### src/rtl/mpk_pkg.sv
package mpk_pkg;
  localparam int BYTE_W   = 8;
  localparam int PKT_LEN  = 5;
  localparam int CLAMP_MAG = 127;
  localparam logic [BYTE_W-1:0] HDR_BASE = 8'h87;
  typedef logic [BYTE_W-1:0] byte_t;
endpackage

### src/rtl/mpk_clamp.sv
module mpk_clamp #(
  parameter int IW  = 17,
  parameter int MAG = mpk_pkg::CLAMP_MAG
) (
  input  logic signed [IW-1:0] val_i,
  output mpk_pkg::byte_t       sat_o
);
  localparam logic signed [IW-1:0] HI = IW'(MAG);
  localparam logic signed [IW-1:0] LO = -HI;

  always_comb begin
    if (val_i > HI)      sat_o = HI[mpk_pkg::BYTE_W-1:0];
    else if (val_i < LO) sat_o = LO[mpk_pkg::BYTE_W-1:0];
    else                 sat_o = val_i[mpk_pkg::BYTE_W-1:0];
  end
endmodule

### src/rtl/mpk_packer.sv
module mpk_packer
  import mpk_pkg::*;
#(
  parameter int LEN = PKT_LEN
) (
  input  logic       clk,
  input  logic       rst_n,
  input  logic       ev_valid,
  output logic       ev_ready,
  input  logic [2:0] btn,
  input  byte_t      x_sat,
  input  byte_t      y_sat,
  output logic       push,
  output byte_t      push_data
);
  localparam int IDXW = $clog2(LEN);
  localparam logic [IDXW-1:0] LAST = IDXW'(LEN - 1);

  logic                      busy_q, busy_d;
  logic [IDXW-1:0]           idx_q, idx_d;
  logic [LEN-1:0][BYTE_W-1:0] pkt_q, pkt_d;
  logic                      accept, cap_en;

  assign ev_ready  = !busy_q;
  assign accept    = ev_valid && !busy_q;
  assign cap_en    = accept;
  assign push      = busy_q;
  assign push_data = pkt_q[idx_q];

  always_comb begin
    for (int i = 0; i < LEN; i++) pkt_d[i] = '0;
    pkt_d[0] = HDR_BASE ^ {5'b0, btn};
    pkt_d[1] = x_sat;
    pkt_d[2] = y_sat;
  end

  always_comb begin
    busy_d = busy_q;
    idx_d  = idx_q;
    if (accept) begin
      busy_d = 1'b1;
      idx_d  = '0;
    end else if (busy_q) begin
      if (idx_q == LAST) begin
        busy_d = 1'b0;
        idx_d  = '0;
      end else begin
        idx_d = idx_q + 1'b1;
      end
    end
  end

  always_ff @(posedge clk or negedge rst_n) begin
    if (!rst_n) begin
      busy_q <= 1'b0;
      idx_q  <= '0;
    end else begin
      busy_q <= busy_d;
      idx_q  <= idx_d;
    end
  end

  always_ff @(posedge clk) begin
    if (cap_en) pkt_q <= pkt_d;
  end

  AST_ACCEPT_BUSY: assert property (@(posedge clk) disable iff (!rst_n)
    (ev_valid && ev_ready) |=> (!ev_ready && idx_q == '0));
  AST_BUSY_SPAN: assert property (@(posedge clk) disable iff (!rst_n)
    (push && idx_q == LAST) |=> ev_ready);
  AST_HDR_FORM: assert property (@(posedge clk) disable iff (!rst_n)
    (push && idx_q == '0) |-> (push_data[7:3] == 5'b10000));
  AST_TAIL_ZERO: assert property (@(posedge clk) disable iff (!rst_n)
    (push && idx_q > 2) |-> (push_data == '0));
endmodule

### src/rtl/mpk_queue.sv
module mpk_queue
  import mpk_pkg::*;
#(
  parameter int DEPTH = 256
) (
  input  logic  clk,
  input  logic  rst_n,
  input  logic  clr,
  input  logic  push,
  input  byte_t wdata,
  input  logic  pop,
  output logic  avail,
  output byte_t rdata
);
  localparam int AW = $clog2(DEPTH);
  localparam int CW = AW + 1;
  localparam logic [CW-1:0] FULL_CNT = CW'(DEPTH);

  byte_t            mem [DEPTH];
  logic [AW-1:0]    rptr_q, rptr_d, wptr_q, wptr_d;
  logic [CW-1:0]    cnt_q, cnt_d;
  logic             wr_ok, rd_ok, full, empty;

  assign full  = (cnt_q == FULL_CNT);
  assign empty = (cnt_q == '0);
  assign wr_ok = push && !full && !clr;
  assign rd_ok = pop && !empty && !clr;
  assign avail = !empty;
  assign rdata = empty ? '0 : mem[rptr_q];

  always_comb begin
    rptr_d = rptr_q;
    wptr_d = wptr_q;
    cnt_d  = cnt_q;
    if (clr) begin
      rptr_d = '0;
      wptr_d = '0;
      cnt_d  = '0;
    end else begin
      if (wr_ok) wptr_d = wptr_q + 1'b1;
      if (rd_ok) rptr_d = rptr_q + 1'b1;
      case ({wr_ok, rd_ok})
        2'b10:   cnt_d = cnt_q + 1'b1;
        2'b01:   cnt_d = cnt_q - 1'b1;
        default: cnt_d = cnt_q;
      endcase
    end
  end

  always_ff @(posedge clk or negedge rst_n) begin
    if (!rst_n) begin
      rptr_q <= '0;
      wptr_q <= '0;
      cnt_q  <= '0;
    end else begin
      rptr_q <= rptr_d;
      wptr_q <= wptr_d;
      cnt_q  <= cnt_d;
    end
  end

  always_ff @(posedge clk) begin
    if (wr_ok) mem[wptr_q] <= wdata;
  end

  AST_NO_OVERFLOW: assert property (@(posedge clk) disable iff (!rst_n)
    (full && push && !pop && !clr) |=> ($stable(cnt_q) && $stable(wptr_q)));
  AST_EMPTY_POP: assert property (@(posedge clk) disable iff (!rst_n)
    (empty && pop && !push && !clr) |=> (cnt_q == '0 && $stable(rptr_q)));
  AST_AVAIL_HOLD: assert property (@(posedge clk) disable iff (!rst_n)
    (cnt_q > 1 && pop && !clr) |=> avail);
  AST_CLEAR: assert property (@(posedge clk) disable iff (!rst_n)
    clr |=> !avail);
endmodule

### src/rtl/mouse_pkt_top.sv
module mouse_pkt_top
  import mpk_pkg::*;
#(
  parameter int DELTA_W = 16,
  parameter int QDEPTH  = 256
) (
  input  logic               clk,
  input  logic               rst_n,
  input  logic               ev_valid,
  output logic               ev_ready,
  input  logic [DELTA_W-1:0] ev_dx,
  input  logic [DELTA_W-1:0] ev_dy,
  input  logic [2:0]         ev_btn,
  input  logic               q_clear,
  output logic               q_avail,
  input  logic               q_pop,
  output logic [7:0]         q_rdata
);
  localparam int IW = DELTA_W + 1;
  localparam int NAXIS = 2;

  logic signed [IW-1:0] axis_in  [NAXIS];
  byte_t                axis_sat [NAXIS];
  logic                 push;
  byte_t                push_data;

  assign axis_in[0] = $signed({ev_dx[DELTA_W-1], ev_dx});
  assign axis_in[1] = -$signed({ev_dy[DELTA_W-1], ev_dy});

  for (genvar g = 0; g < NAXIS; g++) begin : g_axis
    mpk_clamp #(.IW(IW), .MAG(CLAMP_MAG)) u_clamp (
      .val_i(axis_in[g]),
      .sat_o(axis_sat[g])
    );
  end

  mpk_packer #(.LEN(PKT_LEN)) u_packer (
    .clk      (clk),
    .rst_n    (rst_n),
    .ev_valid (ev_valid),
    .ev_ready (ev_ready),
    .btn      (ev_btn),
    .x_sat    (axis_sat[0]),
    .y_sat    (axis_sat[1]),
    .push     (push),
    .push_data(push_data)
  );

  mpk_queue #(.DEPTH(QDEPTH)) u_queue (
    .clk  (clk),
    .rst_n(rst_n),
    .clr  (q_clear),
    .push (push),
    .wdata(push_data),
    .pop  (q_pop),
    .avail(q_avail),
    .rdata(q_rdata)
  );

  AST_EMPTY_ZERO: assert property (@(posedge clk) disable iff (!rst_n)
    !q_avail |-> (q_rdata == 8'h00));
endmodule

### config.mk
export PLATFORM = sky130hd
export DESIGN_NAME = mouse_pkt_top
export DESIGN_NICKNAME = d
export VERILOG_FILES = /design/src/rtl/mpk_pkg.sv /design/src/rtl/mpk_clamp.sv /design/src/rtl/mpk_packer.sv /design/src/rtl/mpk_queue.sv /design/src/rtl/mouse_pkt_top.sv
export SDC_FILE = /design/constraint.sdc
export NUM_CORES = 2
export LEC_CHECK = 0
export ABC_AREA = 0
export BUFFER_PORTS_ARGS = -buffer_cell sky130_fd_sc_hd__buf_2
export CORE_AREA = 4 4 464 466
export CTS_CLUSTER_SIZE = 14
export DETAILED_ROUTE_END_ITERATION = 6
export DIE_AREA = 0 0 468 470
export GPL_ROUTABILITY_DRIVEN = 1
export PLACE_DENSITY_LB_ADDON = 0.08
export SETUP_SLACK_MARGIN = 0.2
export SLEW_MARGIN = 20
export SYNTH_ARGS = -nofsm -noshare
export SYNTH_HDL_FRONTEND = slang
export SYNTH_HIERARCHICAL = 1
export SYNTH_SLANG_ARGS = --single-unit
### constraint.sdc
create_clock -name clk -period 17.7 [get_ports clk]
set_input_delay 2.655 -clock clk [delete_from_list [all_inputs] [get_ports clk]]
set_output_delay 2.655 -clock clk [all_outputs]
set_load 0.02 [all_outputs]
[Word level (Yosys, flattened, before mapping)]
Memory sizes are Yosys's and may differ from the RTL's.
Index checks and enable logic that the tools add are counted.
Word-level totals
  memories: 1
  bits in writable memories: 2048
  bits in registers: 49
  output and inout port bits: 10
  bits of input ports: 40
Operators by class
  equal/unequal tests: 4
  $lt $le $gt $ge: 5
  bitwise gates (word level): 1
  reductions and logical operators: 16
  mux-type cells: 19
  add/sub/neg operators: 6
Memories
  u_queue.mem: depth 256, bits a word 8, read ports 1, clocked after memory_dff 0, wr ports 1, RTL line mpk_queue.sv:19  | byte_t mem [DEPTH];
Operators by type and width (count)
  two-way mux 8 bit: 8
  binary-select mux 8 bit (select 3 bit): 1
  case mux 9 bit (2 select lines): 1
  greater-than comparator 17 x 8 -> 1 bit, second input constant: 1
  less-than comparator 17 x 8 -> 1 bit, second input constant: 1
  negator 16 -> 17 bit: 1
  adder 8 x 1 -> 8 bit, second input constant: 2
  greater-than comparator 16 x 8 -> 1 bit, second input constant: 1
  less-than comparator 16 x 8 -> 1 bit, second input constant: 1
  adder 9 x 1 -> 9 bit, second input constant: 1
  == test 9 bit, second input constant: 1
  logical NOT 9 bit: 1
  two-way mux 3 bit: 3
  two-way mux 9 bit: 1
  subtractor 9 x 1 -> 9 bit, second input constant: 1
  nonzero test 2 bit: 3
  logical AND 1 bit: 5
  two-way mux 1 bit: 5
  logical NOT 1 bit: 4
  less-than comparator 3 x 4 -> 1 bit, second input constant: 1
  NOT 3 -> 4 bit: 1
  OR reduction 2 bit: 2
  adder 3 x 1 -> 3 bit, second input constant: 1
  == test 3 bit, second input constant: 1
  3 further kinds: 3

[Logic depth before layout (Yosys ltp)]
  word-level depth: 7
  gate-level depth with buffers: 12
  gate-level depth less buffers: 10

[Cells and area by module]
Netlist, hierarchy kept.
Modules (own cells, without submodules)
  mpk_queue: sequential area each 62124.6 um^2, area an instance 80334.5 um^2, cells an instance 3625, instances 1
  mpk_packer: sequential area each 670.6 um^2, area an instance 937.1 um^2, cells an instance 69, instances 1
  mouse_pkt_top: sequential area each 0.0 um^2, area an instance 302.8 um^2, cells an instance 41, instances 1
  mpk_clamp: sequential area each 0.0 um^2, area an instance 132.6 um^2, cells an instance 24, instances 2

[Worst setup path after synthesis]
OpenSTA, ideal clock, no wires.
  path type: register to register
  from: register u_packer.idx_q[1]
  to: memory u_queue/mem[0][0] (netlist bit), data pin
  setup slack: 8.585 ns
  buffers on the path: 0
  arrival: 7.542 ns
  stages on the path, launching flop included: 4
  required time: 16.126 ns
  setup time: 1.574 ns
  cell sequence: dfrtp_1 -> mux2_2 -> nand2_1 -> a21oi_1
On the way
  longest elaborated chain between the ends: 2
Ends and longest elaborated chain
  start: declaration: RTL line mpk_packer.sv:20  | logic [IDXW-1:0] idx_q, idx_d;
  start signal: assignment: RTL line mpk_packer.sv:59  | idx_q <= idx_d;
  binary-select mux 8 bit (select 3 bit): RTL line mpk_packer.sv:28  | assign push_data = pkt_q[idx_q];
  two-way mux 8 bit (implied by the code): RTL line mpk_packer.sv:28
  named net push_data[0]: RTL line mouse_pkt_top.sv:25  | byte_t push_data;
  end: declaration: RTL line mpk_queue.sv:19
The timed path passes the listed nets, and every way through them passes these cells. The select of a mux whose other input is x is not followed.

[Worst setup path in the final report]
  from: register u_queue.rptr_q[1]
  to: output q_rdata[2]
On the way
  longest elaborated chain between the ends: 2
Ends and longest elaborated chain
  start: declaration: RTL line mpk_queue.sv:20  | logic [AW-1:0] rptr_q, rptr_d, wptr_q, wptr_d;
  start signal: assignment: RTL line mpk_queue.sv:56  | rptr_q <= rptr_d;
  memory (256 x 8 bit)
  two-way mux 8 bit: RTL line mpk_queue.sv:29  | assign rdata = empty ? '0 : mem[rptr_q];
  end: declaration: RTL line mouse_pkt_top.sv:17  | output logic [7:0] q_rdata
Every way passes these cells.

==> results.md <==
- Outcome: finished, final reports clean
- Sequential element share of the synthesized area: roughly three quarters
- Fmax: roughly 110 MHz
- Peak VDD IR: around 130 uV
- CTS tree: yes
- Cts repair resizes: 0
- Largest net degree at the start of global routing: 201
- Vias in the first global route: roughly 40000
- Net Sw Frac: around 29%
- Syn_area_per_cell: around 22 um^2
- Clock network power share: 32.7%
- RePlAce Congestion: approximately 0.76
- Vias/cell: 5.64
- Synth area leaders: edfxtp_1 (76%), mux4_2 (16%), nor2_1 (1.5%)
- Synth Instances: approximately 3800
- Leakage Power: roughly 0.028 uW
- Total Nets Final: 4004
- Primary FF master, synth: edfxtp_1
- Sequential power share: 44.8%
- # IOs: 50
- Worst Path Buf+Inv: 4
- Register bit count reported by yosys: 2096
- Crit-path slowest cell: dfrtp_4
- Overflow after GRT: 0
- First-pass GRT wire length: approximately 320 mm
- Fin util: ~44%
- Critical path arrival: roughly 6.6 ns
- Initial Utilization: ~39%
- Die span in x: 468 um
- DP HPWL: about 130 mm
- Most frequent CP cell: buf_4
- Clock root buffer: clkbuf_16
- Worst path top cell family by delay: buffers and inverters
- Post-synth top area cell: edfxtp_1
- Clock Path Buffers: 3
- Average wire per standard cell: roughly 32 um
- Postcts setup bufs: 0
- Yosys top cell area share: 75.8%
- Vias: 39300
- R2r worst-path depth: 8
- Cell Int Power: 10100 uW
- Fin. Hold Viols: 0
- Cts hold-fix bufs: 0
- Synth Net Count: about 3800
- Final Skew: between 0.02 and 0.03 ns
- Combinational fraction of design power: about 22%
- Drt drc: 0
- Antenna Nets Post-Route: 0
- Pwr Density: roughly 150 nW/um^2
- Number of cells on the critical path: 9
- Core Area: about 210000 um^2
- Slew margin rel.: between 10% and 20%
- WS Path Type: reg -> out
- Synth Cell Area: slightly above 80000 um^2
- Initial antenna violation count: 9
- Post-synth ARST share: approximately 1.4%
- Die ar.: about 220000 um^2
- Fin Setup TNS: 0 ns
- CP required: 15.05 ns
- Clk sinks: 2096
- Netlist cell types: 74
- Setup violators final: 0
- Iteration-0 DRC Markers: between 3000 and 4000
- CP endpoint kind: output port
- Hold Crit Depth: 2
- Total Wirelength: 224 mm
- Tcrit/Tclk final: 52.4%
- Fraction of layout cells with a size suffix above 1: 27.0%
- Die height: 470 um
- Clock Latency Late Sink: around 0.85 ns
- Layout area overhead: 13.7%
- Drt first pass iters: 5
- Gr usage total: 20.2%
- PortBufs: 49
- Area occupied by multi-input gates: 18200 um^2
- Crit path max fanout: 51
- Worst setup margin: roughly 8.4 ns
- EDFF count, synth: slightly above 2000
- RSZ-0062 raised after global routing: false
- Yosys synthesis warning count: 6
- Tightest Pin Transition: between 1 and 1.5 ns
- HP Class: reg -> reg
- Reg area: roughly 63000 um^2
- P_sw: 4050 uW
- Floorplan row count: ~170
- Setup WS pre-CTS: between 9 and 10 ns
- Num CTS Buffers: 220
- CP cell instances: buf_4, buf_4, buf_4, mux4_2, mux4_2, a22oi_1, nand4_1, a31o_1, buf_2
- Final Max Tran Viols: 0
- Critical path's largest stage delay: roughly 0.85 ns
- CP Launch Type: flop
- Reg clk slew, reported paths: ~0.060 ns
- Period minus WS final: 9.28 ns
- Fillers: ~18000
- Max cap viols: 0
- H-tree depth: 4
- Register-to-register path setup slack: roughly 14 ns
## through the flow
step | cell area [um^2] | power [uW] | std cells | hold slack [ns]
2_1_floorplan | 81800 | 8720 | 3783 | 0.493
3_3_place_gp | 85700 | 9660 | 6550 | 0.587
3_5_place_dp | 85800 | 9690 | 6550 | 0.589
4_1_cts | 93000 | 14300 | 6953 | 0.608
5_1_grt | 93100 | 14700 | 6956 | 0.652
6_report | 93100 | 14200 | 6957 | 0.604
## power by group through the flow
stage / sequential, uW / clock [uW] / combinational (uW)
after floorplan: 6690 / 0 / 2030
after global placement: 6450 / 0 / 3210
after detailed placement: 6450 / 0 / 3240
after CTS: 6350 / 4760 / 3240
after global routing: 6350 / 4960 / 3410
final: 6350 / 4630 / 3170
## registers in the layout (all words and copies together), names as in the netlist
register / cells
u_queue/wptr_q: 8
u_queue/mem: 2048
u_packer/pkt_q: 19
u_queue/cnt_q: 9
u_packer/idx_q: 3
u_packer/push: 1
u_queue/rptr_q: 8
## worst min-delay path, cell delays in order (launching register included)
cell and delay [ns]:
dfrtp_1 0.40, nand3_1 0.09, nand3_1 0.08
## routing by layer
metal | part of all wire [%] | GRT usage [%] | vias up | wire, um
met4 | 2.6 | 5.43 | 0 | 5840
met5 | 0 | 0 | - | 0
met1 | 44 | 29.0 | 21600 | 98400
met3 | 4.5 | 2.77 | 270 | 10100
met2 | 49 | 32.7 | 1038 | 110000
li1 | - | - | 16300 | -
## cell usage after synthesis, types with 3 or more instances
cell / n
a211o_1: 5
o22ai_1: 37
a22oi_1: 58
o211ai_1: 5
or2_2: 5
xor2_1: 19
a21oi_1: 28
and3_1: 7
nor4_2: 6
xnor2_1: 16
o21ai_0: 20
a31oi_1: 9
buf_2: 64
nand4_1: 12
clkbuf_1: 103
nand2_1: 60
inv_1: 14
nor4_1: 14
dfrtp_1: 29
a21o_1: 3
buf_4: 19
nand3_1: 35
nor3b_1: 6
and2_1: 5
a221oi_1: 38
edfxtp_1: 2067
buf_1: 28
mux4_2: 569
nand2b_1: 8
nor2b_1: 14
a22o_1: 39
ha_1: 11
mux2_2: 4
a311oi_1: 4
or4_1: 4
or3_1: 6
nor2_1: 335
nor3_1: 17
mux2i_1: 14
## cell type report
cell class                      instances  share of cell area, %
Clock inverter                        133                   1.51
Multi-Input combinational cell       1457                   19.6
Clock buffer                          270                   6.28
Antenna cell                            2                0.00538
Tap cell                             2821                   3.79
Timing Repair Buffer                  164                   1.33
Sequential cell                      2096                   67.5
Inverter                               14                 0.0565
## layout by cell type, fill, tap and decap left out, types with 37 or more instances in the layout
cell,count
edfxtp_1,2067
mux4_2,569
nor2_1,321
clkbuf_16,227
buf_4,106
a22oi_1,58
clkinv_1,55
buf_2,49
nand2_1,45
clkbuf_1,43
a22o_1,39
a221oi_1,38
o22ai_1,37
## cells by family (layout without fill, tap and decap cells)
| family | Yosys count | count (layout) | share of synthesized area, % |
|---|---|---|---|
| AO/OA/AOI/OAI | 274 | 274 | 2.53 |
| AND/OR/NAND/NOR | 550 | 550 | 3.05 |
| multiplexers | 587 | 587 | 15.9 |
| flip-flops | 2096 | 2096 | 76.7 |
| XOR/XNOR | 35 | 35 | 0.375 |
| other | 0 | 2 | 0 |
| buffers and inverters | 230 | 581 | 1.26 |
| adder cells (fa/ha/maj) | 11 | 11 | 0.168 |
## path summary, 6_finish.rpt
kind                                                    start                       endpoint
worst max-delay path            u_queue/rptr_q[1]$_DFFE_PN0P_                     q_rdata[2]
worst min-delay path             u_queue/cnt_q[7]$_DFFE_PN0P_   u_queue/cnt_q[7]$_DFFE_PN0P_
worst min register to register   u_queue/cnt_q[7]$_DFFE_PN0P_   u_queue/cnt_q[7]$_DFFE_PN0P_
max in group asynchronous                               rst_n  u_queue/rptr_q[2]$_DFFE_PN0P_
min in group asynchronous                               rst_n   u_queue/cnt_q[6]$_DFFE_PN0P_
worst max register to register   u_queue/cnt_q[0]$_DFFE_PN0P_   u_queue/mem[18][6]$_DFFE_PP_
Power figures use the tool's default switching activity.
